===== src/rtl/sdr_modeseq_pkg.sv =====
package sdr_modeseq_pkg;

   typedef enum logic [1:0] {
      CMD_NOP  = 2'b00,
      CMD_LOAD = 2'b01,
      CMD_RD   = 2'b10,
      CMD_WR   = 2'b11
   } cmd_e;

   typedef struct packed {
      logic [1:0] blog;       // log2 of burst length
      logic       intlv;      // 1 = interleaved ordering
      logic [1:0] lat;        // read latency in cycles (2 or 3)
      logic       wr_single;  // writes are one beat
   } mode_t;

   typedef struct packed {
      logic [2:0] pasr;
      logic [1:0] tcsr;
      logic [1:0] drive;
   } ext_t;

   localparam mode_t MODE_RESET = '{blog: 2'd0, intlv: 1'b0, lat: 2'd3, wr_single: 1'b0};
   localparam ext_t  EXT_RESET  = '{pasr: 3'd0, tcsr: 2'd0, drive: 2'b01};

   localparam logic [1:0] BA_MAIN = 2'b00;
   localparam logic [1:0] BA_EXT  = 2'b10;

   function automatic logic lat_code_ok(input logic [2:0] code);
      return (code == 3'b010) || (code == 3'b011);
   endfunction

endpackage


===== src/rtl/sdr_mode_regs.sv =====
module sdr_mode_regs
   import sdr_modeseq_pkg::*;
#(
   parameter int ADDR_W     = 13,
   parameter int MAX_BL_LOG = 3
) (
   input  logic              clk,
   input  logic              rst_n,
   input  logic              load_en,
   input  logic [1:0]        ba,
   input  logic [ADDR_W-1:0] addr,
   input  logic              banks_idle,
   output mode_t             mode_q,
   output ext_t              ext_q,
   output logic              err_q
);

   if (ADDR_W < 10) begin : g_bad_addr
      $error("sdr_mode_regs: ADDR_W must reach the write-single bit");
   end
   if (MAX_BL_LOG < 1 || MAX_BL_LOG > 3) begin : g_bad_bl
      $error("sdr_mode_regs: MAX_BL_LOG must be 1..3");
   end

   localparam logic [1:0] BL_MAX_CODE = 2'(MAX_BL_LOG);

   logic main_ok, ext_ok, wr_main, wr_ext, reject;

   always_comb begin
      main_ok = !addr[2] && (addr[1:0] <= BL_MAX_CODE) && lat_code_ok(addr[6:4]);
      ext_ok  = !addr[6];
      wr_main = load_en && banks_idle && (ba == BA_MAIN) && main_ok;
      wr_ext  = load_en && banks_idle && (ba == BA_EXT) && ext_ok;
      reject  = load_en && !(wr_main || wr_ext);
   end

   always_ff @(posedge clk or negedge rst_n) begin
      if (!rst_n) begin
         mode_q <= MODE_RESET;
         ext_q  <= EXT_RESET;
         err_q  <= 1'b0;
      end else begin
         err_q <= reject;
         if (wr_main) begin
            mode_q.blog      <= addr[1:0];
            mode_q.intlv     <= addr[3];
            mode_q.lat       <= addr[5:4];
            mode_q.wr_single <= addr[9];
         end
         if (wr_ext) begin
            ext_q.pasr  <= addr[2:0];
            ext_q.tcsr  <= addr[4:3];
            ext_q.drive <= addr[6:5];
         end
      end
   end

endmodule


===== src/rtl/sdr_burst_gen.sv =====
module sdr_burst_gen #(
   parameter int COL_W      = 9,
   parameter int MAX_BL_LOG = 3
) (
   input  logic             clk,
   input  logic             rst_n,
   input  logic             go,
   input  logic             go_wr,
   input  logic [COL_W-1:0] go_col,
   input  logic [1:0]       go_blog,
   input  logic             go_intlv,
   input  logic [1:0]       go_lat,
   output logic             col_valid,
   output logic [COL_W-1:0] col_addr,
   output logic             col_write,
   output logic [1:0]       beat_lat
);

   if (COL_W <= MAX_BL_LOG) begin : g_bad_col
      $error("sdr_burst_gen: COL_W must exceed MAX_BL_LOG");
   end

   logic                  active_q, wr_q, intlv_q;
   logic [1:0]            blog_q, lat_q;
   logic [MAX_BL_LOG-1:0] cnt_q, len_mask, sum, low;
   logic [COL_W-1:0]      start_q;
   logic                  last;

   for (genvar b = 0; b < MAX_BL_LOG; b++) begin : g_bit
      assign len_mask[b] = (blog_q > 2'(b));
      assign low[b] = len_mask[b] ? (intlv_q ? (start_q[b] ^ cnt_q[b]) : sum[b])
                                  : start_q[b];
   end

   assign sum  = start_q[MAX_BL_LOG-1:0] + cnt_q;
   assign last = (cnt_q == len_mask);

   always_ff @(posedge clk or negedge rst_n) begin
      if (!rst_n) begin
         active_q <= 1'b0;
         wr_q     <= 1'b0;
         intlv_q  <= 1'b0;
         blog_q   <= 2'd0;
         lat_q    <= 2'd3;
         cnt_q    <= '0;
         start_q  <= '0;
      end else if (go) begin
         active_q <= 1'b1;
         wr_q     <= go_wr;
         intlv_q  <= go_intlv;
         blog_q   <= go_blog;
         lat_q    <= go_lat;
         cnt_q    <= '0;
         start_q  <= go_col;
      end else if (active_q) begin
         if (last) active_q <= 1'b0;
         else      cnt_q    <= cnt_q + 1'b1;
      end
   end

   assign col_valid = active_q;
   assign col_write = wr_q;
   assign col_addr  = {start_q[COL_W-1:MAX_BL_LOG], low};
   assign beat_lat  = lat_q;

endmodule


===== src/rtl/sdr_lat_pipe.sv =====
module sdr_lat_pipe #(
   parameter int MAX_CL = 3
) (
   input  logic       clk,
   input  logic       rst_n,
   input  logic       beat,
   input  logic [1:0] lat,
   output logic       rd_valid
);

   if (MAX_CL < 3) begin : g_bad_cl
      $error("sdr_lat_pipe: MAX_CL must be at least 3");
   end

   logic [MAX_CL-1:0] sr, ins;

   // A beat enters the stage from which exactly lat edges reach the output.
   for (genvar i = 0; i < MAX_CL; i++) begin : g_stage
      localparam int unsigned LAT_HERE = MAX_CL - i;
      if (LAT_HERE == 2 || LAT_HERE == 3) begin : g_tap
         assign ins[i] = beat && (lat == 2'(LAT_HERE));
      end else begin : g_none
         assign ins[i] = 1'b0;
      end
   end

   always_ff @(posedge clk or negedge rst_n) begin
      if (!rst_n) sr <= '0;
      else        sr <= {sr[MAX_CL-2:0], 1'b0} | ins;
   end

   assign rd_valid = sr[MAX_CL-1];

endmodule


===== src/rtl/sdr_modeseq.sv =====
module sdr_modeseq
   import sdr_modeseq_pkg::*;
#(
   parameter int ADDR_W     = 13,
   parameter int COL_W      = 9,
   parameter int MAX_BL_LOG = 3,
   parameter int MAX_CL     = 3
) (
   input  logic              clk,
   input  logic              rst_n,
   input  logic [1:0]        cmd,
   input  logic [1:0]        ba,
   input  logic [ADDR_W-1:0] addr,
   input  logic              banks_idle,
   output logic              col_valid,
   output logic [COL_W-1:0]  col_addr,
   output logic              col_write,
   output logic              rd_valid,
   output logic [1:0]        drive_sel,
   output logic [2:0]        pasr_sel,
   output logic [1:0]        tcsr_sel,
   output logic              cfg_err
);

   if (COL_W > ADDR_W) begin : g_bad_w
      $error("sdr_modeseq: COL_W must not exceed ADDR_W");
   end

   cmd_e       cmd_c;
   mode_t      mode;
   ext_t       ext;
   logic       go, go_wr;
   logic [1:0] blog_eff, beat_lat;

   assign cmd_c    = cmd_e'(cmd);
   assign go       = (cmd_c == CMD_RD) || (cmd_c == CMD_WR);
   assign go_wr    = (cmd_c == CMD_WR);
   assign blog_eff = (go_wr && mode.wr_single) ? 2'd0 : mode.blog;

   sdr_mode_regs #(.ADDR_W(ADDR_W), .MAX_BL_LOG(MAX_BL_LOG)) u_regs (
      .clk(clk), .rst_n(rst_n), .load_en(cmd_c == CMD_LOAD), .ba(ba), .addr(addr),
      .banks_idle(banks_idle), .mode_q(mode), .ext_q(ext), .err_q(cfg_err)
   );

   sdr_burst_gen #(.COL_W(COL_W), .MAX_BL_LOG(MAX_BL_LOG)) u_burst (
      .clk(clk), .rst_n(rst_n), .go(go), .go_wr(go_wr), .go_col(addr[COL_W-1:0]),
      .go_blog(blog_eff), .go_intlv(mode.intlv), .go_lat(mode.lat),
      .col_valid(col_valid), .col_addr(col_addr), .col_write(col_write),
      .beat_lat(beat_lat)
   );

   sdr_lat_pipe #(.MAX_CL(MAX_CL)) u_lat (
      .clk(clk), .rst_n(rst_n), .beat(col_valid && !col_write), .lat(beat_lat),
      .rd_valid(rd_valid)
   );

   assign drive_sel = ext.drive;
   assign pasr_sel  = ext.pasr;
   assign tcsr_sel  = ext.tcsr;

endmodule


===== config.mk =====
export PLATFORM = sky130hd
export DESIGN_NAME = sdr_modeseq
export DESIGN_NICKNAME = d
export VERILOG_FILES = /design/src/rtl/sdr_modeseq_pkg.sv /design/src/rtl/sdr_mode_regs.sv /design/src/rtl/sdr_burst_gen.sv /design/src/rtl/sdr_lat_pipe.sv /design/src/rtl/sdr_modeseq.sv
export SDC_FILE = /design/constraint.sdc
export NUM_CORES = 1
export LEC_CHECK = 0
export BUFFER_PORTS_ARGS = -buffer_cell sky130_fd_sc_hd__buf_2
export CAP_MARGIN = 20
export CORE_UTILIZATION = 45
export DETAILED_ROUTE_END_ITERATION = 10
export PLACE_DENSITY = 0.8
export RECOVER_POWER = 25
export SLEW_MARGIN = 20
export SYNTH_ARGS = -nofsm -noshare
export SYNTH_HDL_FRONTEND = slang
export SYNTH_SLANG_ARGS = --single-unit

===== constraint.sdc =====
create_clock -name clk -period 1.5 [get_ports clk]
set_input_delay 0.15 -clock clk [delete_from_list [all_inputs] [get_ports clk]]
set_output_delay 0.15 -clock clk [all_outputs]
set_load 0.005 [all_outputs]

==> results.sh, run 1 <==
export IMPL_outcome="finished, violations left"
export IMPL_failed_checks="setup timing"
export IMPL_power_mw=2.24
export IMPL_setup_viol=6
export IMPL_antenna_found_initial=0
export IMPL_maxCapViolCount=0
export IMPL_worst_ep_arrival_time_ns=1.92
export IMPL_p_leak_nw=0.986
export IMPL_crit_chain="ha_2, fa_2, nor2b_4, xnor2_2, nand3_1, xnor2_1, buf_2"
export IMPL_cts_max_path_buffers=2
export IMPL_synthToLayoutAreaGrowth_pct=28.5
export IMPL_path_buf_inv=1
export IMPL_drive_above_1_share_pct=59.5
export IMPL_port_buffers=36
export IMPL_dieArea_um2=3860
export IMPL_diodes=0
export IMPL_rsz0062_at_grt="yes"
export IMPL_ir_drop_mv=0.766
export IMPL_syn_avg_cell_area_um2=13.1
export IMPL_coreArea_um2=3390
export IMPL_grt_pass1_vias=1244
export IMPL_synth_edf_count=0
export IMPL_ios=40
export IMPL_cts_tree="built"
export IMPL_hpwl_um=2440
export IMPL_die_h_um=62.1
export IMPL_htreeDepth=2
export IMPL_dp_cells=208
export IMPL_async_flop_share_pct=100
export IMPL_cp_slowest_cell="dfrtp_1"
export IMPL_synth_seq_cells=36
export IMPL_final_max_slew_violation_count=0
export IMPL_ys_flop_type="dfrtp_1"
export IMPL_stdcell_count=219
export IMPL_gp_congestion=0.724
export IMPL_path_clk_slew_ns=0.10
export IMPL_crit_cells=7
export IMPL_finalCritPeriodShare_pct=138
export IMPL_synthCells=124
export IMPL_clk_latency_ns=0.33
export IMPL_critPathLaunchType="flop"
export IMPL_yosysTopAreaCellShare_pct=47.7
export IMPL_worstMarginPinSlew_ns=1.02
export IMPL_final_nets=197
export IMPL_hold_path_class="input port to flop"
export IMPL_setup_ws_ns=-0.572
export IMPL_syn_cell_area_um2=1630
export IMPL_drc=0
export IMPL_grt_pass1_wl_um=5600
export IMPL_route_vias_total=1129
export IMPL_endpoint="col_addr[2]"
export IMPL_dieWidth_um=62.1
export IMPL_num_rows=21
export IMPL_critPathMaxStageDelay_ns=0.39
export IMPL_synth_area_leaders="dfrtp_1 (48%), mux2_2 (17%), dfstp_2 (8.1%)"
export IMPL_crit_fanout=2
export IMPL_yosysSeqAreaShare_pct=55.8
export IMPL_rr_worst_depth=5
export IMPL_cts_buffers_inserted=5
export IMPL_start_util_pct=48.0
export IMPL_fin_setup_tns_ns=-1.65
export IMPL_r2r_end="u_burst.cnt_q[0]"
export IMPL_num_fill_cells=279
export IMPL_power_density_nw_per_um2=1070
export IMPL_crit_family="adder cells"
export IMPL_synth_nets=148
export IMPL_r2r_slack_ns=-0.18
export IMPL_dr_first_iter_drc_count=32
export IMPL_worstPathRequired_ns=1.35
export IMPL_fmax_mhz=483
export IMPL_yosys_warnings=0
export IMPL_viasPerCell=5.16
export IMPL_drt_pass1_iter_count=4
export IMPL_synth_cell_types=35
export IMPL_fin_util_pct=61.6
export IMPL_wirelength_um=3350
export IMPL_hold_violations=0
export IMPL_cts_sinks=36
export IMPL_cp_end_kind="primary output"
export IMPL_cts_root_buf="clkbuf_4"
export IMPL_worstSetupStartpoint="u_burst.start_q[0]"
export IMPL_grt_start_max_net_pins=26
export IMPL_wl_per_cell_um=15.3
export IMPL_finClkSkew_ns=0.00869
export IMPL_ant_nets=0
export IMPL_period_minus_slack_ns=2.07
export IMPL_maxSlewHeadroom_pct=31.8
export IMPL_worstSetupPathType="flop to primary output"
export IMPL_track_usage_pct=18.9
export IMPL_yosysTopAreaCell="dfrtp_1"
export IMPL_r2r_start="u_burst.blog_q[1]"
export IMPL_grt_ovfl_total=0
==> Yosys cell counts, types with 2 or more instances <==
master	number
dfrtp_1	31
nor2b_1	2
a21oi_1	2
mux2i_1	2
clkbuf_1	2
and2_1	2
nor2_1	6
nand2b_1	2
buf_4	6
inv_1	5
o21ai_0	4
nand2_1	4
or2_2	2
xnor2_1	2
nand3_1	3
dfstp_2	5
mux2_2	24
ha_1	3
==> how the worst min path moves through the flow <==
stage | startpoint | slack, ns | cells after the start | to
2_1_floorplan | rst_n | -0.15 | 0 | u_burst.blog_q[0]
3_3_place_gp | rst_n | 0.1 | 1 | u_burst.cnt_q[2]
3_5_place_dp | rst_n | 0.11 | 1 | u_lat.sr[1]
4_1_cts | addr[7] | 0.03 | 2 | u_burst.start_q[7]
5_1_grt | addr[7] | 0.02 | 2 | u_burst.start_q[7]
6_report | addr[7] | 0.04 | 2 | u_burst.start_q[7]
==> cell type report <==
type,instances,area [um^2],share of cell area (%)
flip-flops and latches,36,911,43.6
multi-input cells,74,727,34.8
repair buffers,51,310,14.9
clock buffers,7,65.1,3.11
well taps,46,57.6,2.75
inverters,5,18.8,0.898
==> through the flow <==
stage	worst slack (ns)	cell area [um^2]	hold slack [ns]
2_1_floorplan	-0.110	1640	-0.146
3_3_place_gp	-0.177	1910	0.0985
6_report	-0.572	2090	0.0444
4_1_cts	-0.624	2040	0.0290
3_5_place_dp	-0.323	1910	0.114
5_1_grt	-0.699	2090	0.0167
==> layout by cell type (no fill, tap or decap), drive strengths merged, types with 2 or more instances in the layout <==
master / n
nor4b: 2
xnor2: 2
mux2i: 2
ha: 3
clkbuf: 8
dfstp: 5
nand2b: 2
a21oi: 2
nand3: 4
nand2: 4
buf: 49
and2: 2
dfrtp: 31
mux2: 24
nor2: 6
or2: 2
nor2b: 3
inv: 5
o21ai: 4
==> layer usage <==
metal	up-vias	share of wire [%]	track usage (%)
met4	0	1.9	10.2
met5	-	0	0
li1	524	-	-
met2	37	51	31.6
met1	561	43	22.6
met3	7	4.2	4.41
==> registers in the layout, summed over array words and instances, names as in the netlist <==
signal	flops
u_burst.col_valid	1
u_burst.beat_lat	2
u_regs.err_q	1
u_burst.intlv_q	1
u_lat.sr	3
u_burst.col_write	1
u_burst.start_q	9
u_burst.cnt_q	3
u_regs.ext_q	7
u_burst.blog_q	2
u_regs.mode_q	6
==> kinds of logic (layout without fill, tap and decap cells) <==
family / after synthesis / after routing / synth area share [%]
XOR/XNOR: 2 / 2 / 1.08
buffers and inverters: 14 / 63 / 5.08
multiplexers: 26 / 26 / 17.8
adder cells (fa/ha/maj): 4 / 4 / 3.54
AO/OA/AOI/OAI: 11 / 11 / 4.23
AND/OR/NAND/NOR: 31 / 31 / 12.5
flip-flops: 36 / 36 / 55.8
==> where the power goes <==
group | total, mW | switching [mW] | internal, mW
registers | 1.16 | 0.0744 | 1.09
logic | 0.517 | 0.218 | 0.298
clock network | 0.564 | 0.298 | 0.266
==> timing repair <==
item                                    in CTS  in global routing
gates resized for setup                     10                  9
endpoints found under the setup margin       7                  7
hold buffers                                 1                  0
pin swaps                                    5                  5
hold endpoints to repair                    14                  0
setup buffers                                2                  1
No activity file was read; power rests on OpenSTA's default activity.
==> run 2, diff against run 1 <==
--- a/config.mk
+++ b/config.mk
@@ -9,7 +9,7 @@
 export CAP_MARGIN = 20
 export CORE_UTILIZATION = 45
 export DETAILED_ROUTE_END_ITERATION = 10
-export PLACE_DENSITY = 0.8
+export PLACE_DENSITY = 0.77
 export RECOVER_POWER = 25
 export SLEW_MARGIN = 20
 export SYNTH_ARGS = -nofsm -noshare
==> constraint.sdc (replaced) <==
create_clock -name clk -period 2.7 [get_ports clk]
set_input_delay 0.27 -clock clk [delete_from_list [all_inputs] [get_ports clk]]
set_output_delay 0.27 -clock clk [all_outputs]
set_load 0.005 [all_outputs]
==> results.sh, run 2 (same netlist as run 1, synthesis figures left out) <==
export IMPL_outcome="finished, violations left"
export IMPL_failed_checks="capacitance limit, slew limit"
export IMPL_whs_ns=0.167
export IMPL_most_common_layout_cells="buf_2 (35), dfrtp_1 (31), mux2_2 (24)"
export IMPL_htreeDepth=2
export IMPL_cts_sinks=36
export IMPL_final_nets=182
export IMPL_worstPathRequired_ns=2.43
export IMPL_wirelength_um=2900
export IMPL_largestRegisters="u_burst.start_q x9, u_regs.ext_q x7, u_regs.mode_q x6"
export IMPL_setup_viol=0
export IMPL_crit_fanout=6
export IMPL_cts_max_path_buffers=2
export IMPL_cts_root_buf="clkbuf_4"
export IMPL_track_usage_pct=17.6
export IMPL_drive_above_1_share_pct=48.4
export IMPL_worst_ep_arrival_time_ns=2.05
export IMPL_drt_pass1_iter_count=5
export IMPL_grt_pass1_vias=1123
export IMPL_viasPerCell=5.09
export IMPL_port_buffers=36
export IMPL_final_max_slew_violation_count=37
export IMPL_start_util_pct=48.0
export IMPL_hold_path_class="input port to flop"
export IMPL_cp_end_kind="primary output"
export IMPL_period_minus_slack_ns=2.32
export IMPL_cts_tree="built"
export IMPL_final_common_cell="buf_2"
export IMPL_synthToLayoutAreaGrowth_pct=14.5
export IMPL_cts_resized=0
export IMPL_critPathLaunchType="flop"
export IMPL_rsz0062_at_grt="no"
export IMPL_worstMarginPinSlew_ns=1.84
export IMPL_grt_pass1_wl_um=5250
export IMPL_finalCritPeriodShare_pct=85.9
export IMPL_finClkSkew_ns=0.00821
export IMPL_maxSlewHeadroom_pct=-22.6
export IMPL_dr_first_iter_drc_count=8
export IMPL_dieArea_um2=3860
export IMPL_dieWidth_um=62.1
export IMPL_power_density_nw_per_um2=616
export IMPL_worstSetupPathType="flop to primary output"
export IMPL_path_clk_slew_ns=0.10
export IMPL_drc=0
export IMPL_coreArea_um2=3390
export IMPL_wl_per_cell_um=14.2
export IMPL_gp_congestion=0.766
export IMPL_ir_drop_mv=0.433
export IMPL_ctsHoldBuffers=0
export IMPL_antenna_found_initial=0
export IMPL_cts_buffers_inserted=5
export IMPL_route_vias_total=1044
export IMPL_ios=40
export IMPL_diodes=0
export IMPL_fin_setup_tns_ns=0
export IMPL_hold_violations=0
export IMPL_fmax_mhz=431
export IMPL_num_rows=21
export IMPL_grt_ovfl_total=0
export IMPL_largest_reg_flops=9
export IMPL_ant_nets=0
export IMPL_die_h_um=62.1
export IMPL_clk_latency_ns=0.34
export IMPL_grt_start_max_net_pins=37
export IMPL_top_register="u_burst.start_q"
export IMPL_p_leak_nw=0.895
export IMPL_post_cts_buffers=0
export IMPL_maxCapViolCount=1
export IMPL_hpwl_um=2170
run 2: cell types whose count changed in the layout (fill, tap and decap cells not counted), sizes merged:
| cell | before | now |
|---|---|---|
| buf | 49 | 35 |
| clkinvlp | 0 | 1 |
| dlygate4sd3 | 1 | 0 |
run 2: report_power, final:
part           leakage (nW)  switching [mW]  internal [mW]  total, mW
sequential            0.449          0.0452          0.605      0.651
clock                0.0315           0.173          0.127      0.300
combinational         0.414          0.0867          0.109      0.196
run 2: metrics by stage:
step,total power [mW],instances,area [um^2],setup slack (ns),util [%]
2_1_floorplan,0.779,124,1630,0.965,-
3_5_place_dp,0.861,197,1800,0.771,53.1
6_report,1.15,205,1860,0.381,54.9
3_3_place_gp,0.844,197,1800,0.760,53.1
4_1_cts,1.16,205,1860,0.369,55.0
5_1_grt,1.22,205,1860,0.271,54.9
run 2: path summary, 6_finish.rpt:
kind | startpoint | slack [ns] | depth (start not counted) | endpoint
max | u_burst.cnt_q[0] | 0.38 | 7 | col_addr[2]
min | addr[8] | 0.17 | 2 | u_burst.start_q[8]
max reg2reg | u_burst.cnt_q[1] | 0.96 | 4 | u_burst.cnt_q[0]
min reg2reg | u_lat.sr[1] | 0.36 | 0 | u_lat.sr[2]
max in group asynchronous | rst_n | 1.23 | 1 | u_burst.start_q[4]
min in group asynchronous | rst_n | 0.42 | 1 | u_burst.cnt_q[2]
run 2: routing by layer:
layer | track usage (%) | routed length [um] | vias up | part of all wire [%]
met5 | 0 | 0 | - | 0
met4 | 6.10 | 52 | 0 | 1.8
met3 | 4.78 | 138 | 6 | 4.8
met2 | 29.7 | 1480 | 29 | 51
met1 | 21.9 | 1230 | 512 | 42
li1 | - | - | 497 | -
run 2: cell type report:
class	instances	area, um^2
Sequential cell	36	907
Tap cell	46	57.6
Fill cell	291	1530
Inverter	5	18.8
Timing Repair Buffer	36	179
Clock inverter	1	7.51
Clock buffer	7	55.1
Multi-Input combinational cell	74	637
run 2: worst max-delay path, cell delays in order (launching register included):
cell and delay (ns):
dfrtp_1 0.46, ha_1 0.22, fa_1 0.35, nor2b_1 0.15, xnor2_1 0.13, nand3_1 0.13, xnor2_1 0.15, buf_2 0.13
==> run 3, diff against run 2 <==
--- a/config.mk
+++ b/config.mk
@@ -7,6 +7,7 @@
 export LEC_CHECK = 0
 export BUFFER_PORTS_ARGS = -buffer_cell sky130_fd_sc_hd__buf_2
 export CAP_MARGIN = 20
+export CORE_ASPECT_RATIO = 0.8
 export CORE_UTILIZATION = 45
 export DETAILED_ROUTE_END_ITERATION = 10
 export PLACE_DENSITY = 0.77
==> results.sh, run 3 (same netlist as run 1, synthesis figures left out) <==
export IMPL_outcome="finished, violations left"
export IMPL_failed_checks="capacitance limit, slew limit"
export IMPL_track_usage_pct=16.7
export IMPL_coreArea_um2=3450
export IMPL_cts_max_path_buffers=2
export IMPL_worstSetupPathType="flop to primary output"
export IMPL_final_common_cell="buf_2"
export IMPL_top_register="u_burst.start_q"
export IMPL_fin_util_pct=54.7
export IMPL_finish_instance_area_um2=1880
export IMPL_switchingPower_mw=0.299
export IMPL_ios=40
export IMPL_grt_ovfl_total=0
export IMPL_critPathLaunchType="flop"
export IMPL_p_int_mw=0.923
export IMPL_cts_sinks=36
export IMPL_p_leak_nw=0.909
export IMPL_critPathMaxStageDelay_ns=0.45
export IMPL_most_common_layout_cells="buf_2 (35), dfrtp_1 (31), mux2_2 (24)"
export IMPL_dr_first_iter_drc_count=55
export IMPL_final_nets=182
export IMPL_rr_worst_depth=4
export IMPL_diodes=0
export IMPL_r2r_slack_ns=1.00
export IMPL_post_cts_buffers=0
export IMPL_ant_nets=0
export IMPL_clkPwrFrac_pct=30.8
export IMPL_switching_share_pct=24.5
export IMPL_r2r_end="u_burst.cnt_q[0]"
export IMPL_hpwl_um=2040
export IMPL_period_minus_slack_ns=2.21
export IMPL_cp_slowest_cell="dfrtp_1"
export IMPL_hold_path_startpoint="addr[8]"
export IMPL_wirelength_um=2800
export IMPL_fin_setup_tns_ns=0
export IMPL_gp_congestion=0.793
export IMPL_drt_pass1_iter_count=4
export IMPL_crit_chain="ha_1, fa_1, nor2b_1, xnor2_1, nand3_1, xnor2_1, buf_2"
export IMPL_power_mw=1.22
export IMPL_cts_buffers_inserted=5
export IMPL_dieArea_um2=3860
export IMPL_synthToLayoutAreaGrowth_pct=15.8
export IMPL_htreeDepth=2
export IMPL_drive_above_1_share_pct=47.8
export IMPL_largestRegisters="u_burst.start_q x9, u_regs.ext_q x7, u_regs.mode_q x6"
export IMPL_crit_fanout=6
export IMPL_route_vias_total=1047
export IMPL_wl_per_cell_um=13.9
export IMPL_path_clk_slew_ns=0.06
export IMPL_cp_end_kind="primary output"
export IMPL_grt_start_max_net_pins=37
export IMPL_viasPerCell=5.21
export IMPL_multiInputGateArea_um2=637
export IMPL_pwr_share_seq_pct=53.2
export IMPL_ir_drop_mv=0.544
export IMPL_cts_tree="built"
export IMPL_ctsHoldBuffers=0
export IMPL_num_fill_cells=292
export IMPL_antenna_found_initial=0
export IMPL_fmax_mhz=452
export IMPL_finClkSkew_ns=0.00132
export IMPL_largest_reg_flops=9
export IMPL_port_buffers=36
export IMPL_power_density_nw_per_um2=648
export IMPL_worstPathRequired_ns=2.43
export IMPL_regArea_um2=907
export IMPL_drc=0
export IMPL_grt_pass1_vias=1072
export IMPL_path_common_cell="xnor2_1"
export IMPL_maxSlewHeadroom_pct=-23.8
export IMPL_min_to="u_burst.start_q[8]"
export IMPL_die_h_um=55.8
export IMPL_cts_resized=0
export IMPL_combPwrFrac_pct=15.9
export IMPL_num_rows=19
export IMPL_placed_area_um2=1800
export IMPL_r2r_start="u_burst.cnt_q[1]"
export IMPL_setup_viol=0
export IMPL_start_util_pct=47.2
export IMPL_final_max_slew_violation_count=37
export IMPL_worst_ep_arrival_time_ns=1.94
export IMPL_whs_ns=0.224
export IMPL_rsz0062_at_grt="no"
export IMPL_finalCritPeriodShare_pct=81.9
export IMPL_grt_pass1_wl_um=4870
export IMPL_hold_path_class="input port to flop"
export IMPL_clk_latency_ns=0.27
export IMPL_cts_root_buf="clkbuf_8"
export IMPL_worstMarginPinSlew_ns=1.86
export IMPL_whs_path_depth=2
export IMPL_dieWidth_um=69.2
export IMPL_maxCapViolCount=1
export IMPL_hold_violations=0
## run 3: changes by cell type in the layout (fill, tap and decap cells not counted)
cell and delta:
clkinvlp_4 -1, clkbuf_4 -5, clkbuf_8 +5, clkbuf_1 +1
## run 3: per-stage QoR
step | setup WS, ns | std cells
CTS | 0.459 | 201
detailed placement | 0.757 | 193
global route | 0.333 | 201
global placement | 0.808 | 193
floorplan | 0.965 | 124
finish | 0.488 | 201
## run 3: routing by layer
metal / wire length, um / share of wire [%] / up-vias / GRT usage (%)
li1: - / - / 492 / -
met1: 1380 / 49 / 524 / 23.7
met2: 1260 / 45 / 27 / 24.3
met3: 121 / 4.3 / 4 / 5.07
met4: 38 / 1.4 / 0 / 6.12
met5: 0 / 0 / - / 0
## run 3: worst max path at each step
stage | startpoint | to | slack, ns | cells after the start
6_report | u_burst.cnt_q[0] | col_addr[2] | 0.49 | 7
5_1_grt | u_burst.cnt_q[0] | col_addr[2] | 0.33 | 7
4_1_cts | u_burst.cnt_q[0] | col_addr[2] | 0.46 | 7
3_5_place_dp | u_burst.cnt_q[0] | col_addr[2] | 0.76 | 7
3_3_place_gp | u_burst.cnt_q[0] | col_addr[2] | 0.81 | 7
2_1_floorplan | u_burst.cnt_q[0] | col_addr[2] | 0.97 | 6
## run 3: worst max-delay path, delay by kind of cell, from the launching register on
kind / cells / cell delay [ns]
flip-flops: 1 / 0.45
buffers and inverters: 1 / 0.12
adder cells (fa/ha/maj): 2 / 0.58
XOR/XNOR: 2 / 0.27
AND/OR/NAND/NOR: 2 / 0.25
## run 3: area by class of cell
class | count | share of cell area [%]
Sequential cell | 36 | 48.1
Timing Repair Buffer | 36 | 9.50
Tap cell | 42 | 2.79
Clock buffer | 8 | 4.78
Multi-Input combinational cell | 74 | 33.8
Inverter | 5 | 0.996
## run 3: power groups by stage
stage / logic (mW) / clock network [mW] / registers [mW]
2_1_floorplan: 0.127 / 0 / 0.652
3_3_place_gp: 0.189 / 0 / 0.655
3_5_place_dp: 0.198 / 0 / 0.660
4_1_cts: 0.199 / 0.390 / 0.651
5_1_grt: 0.218 / 0.417 / 0.660
6_report: 0.195 / 0.377 / 0.650
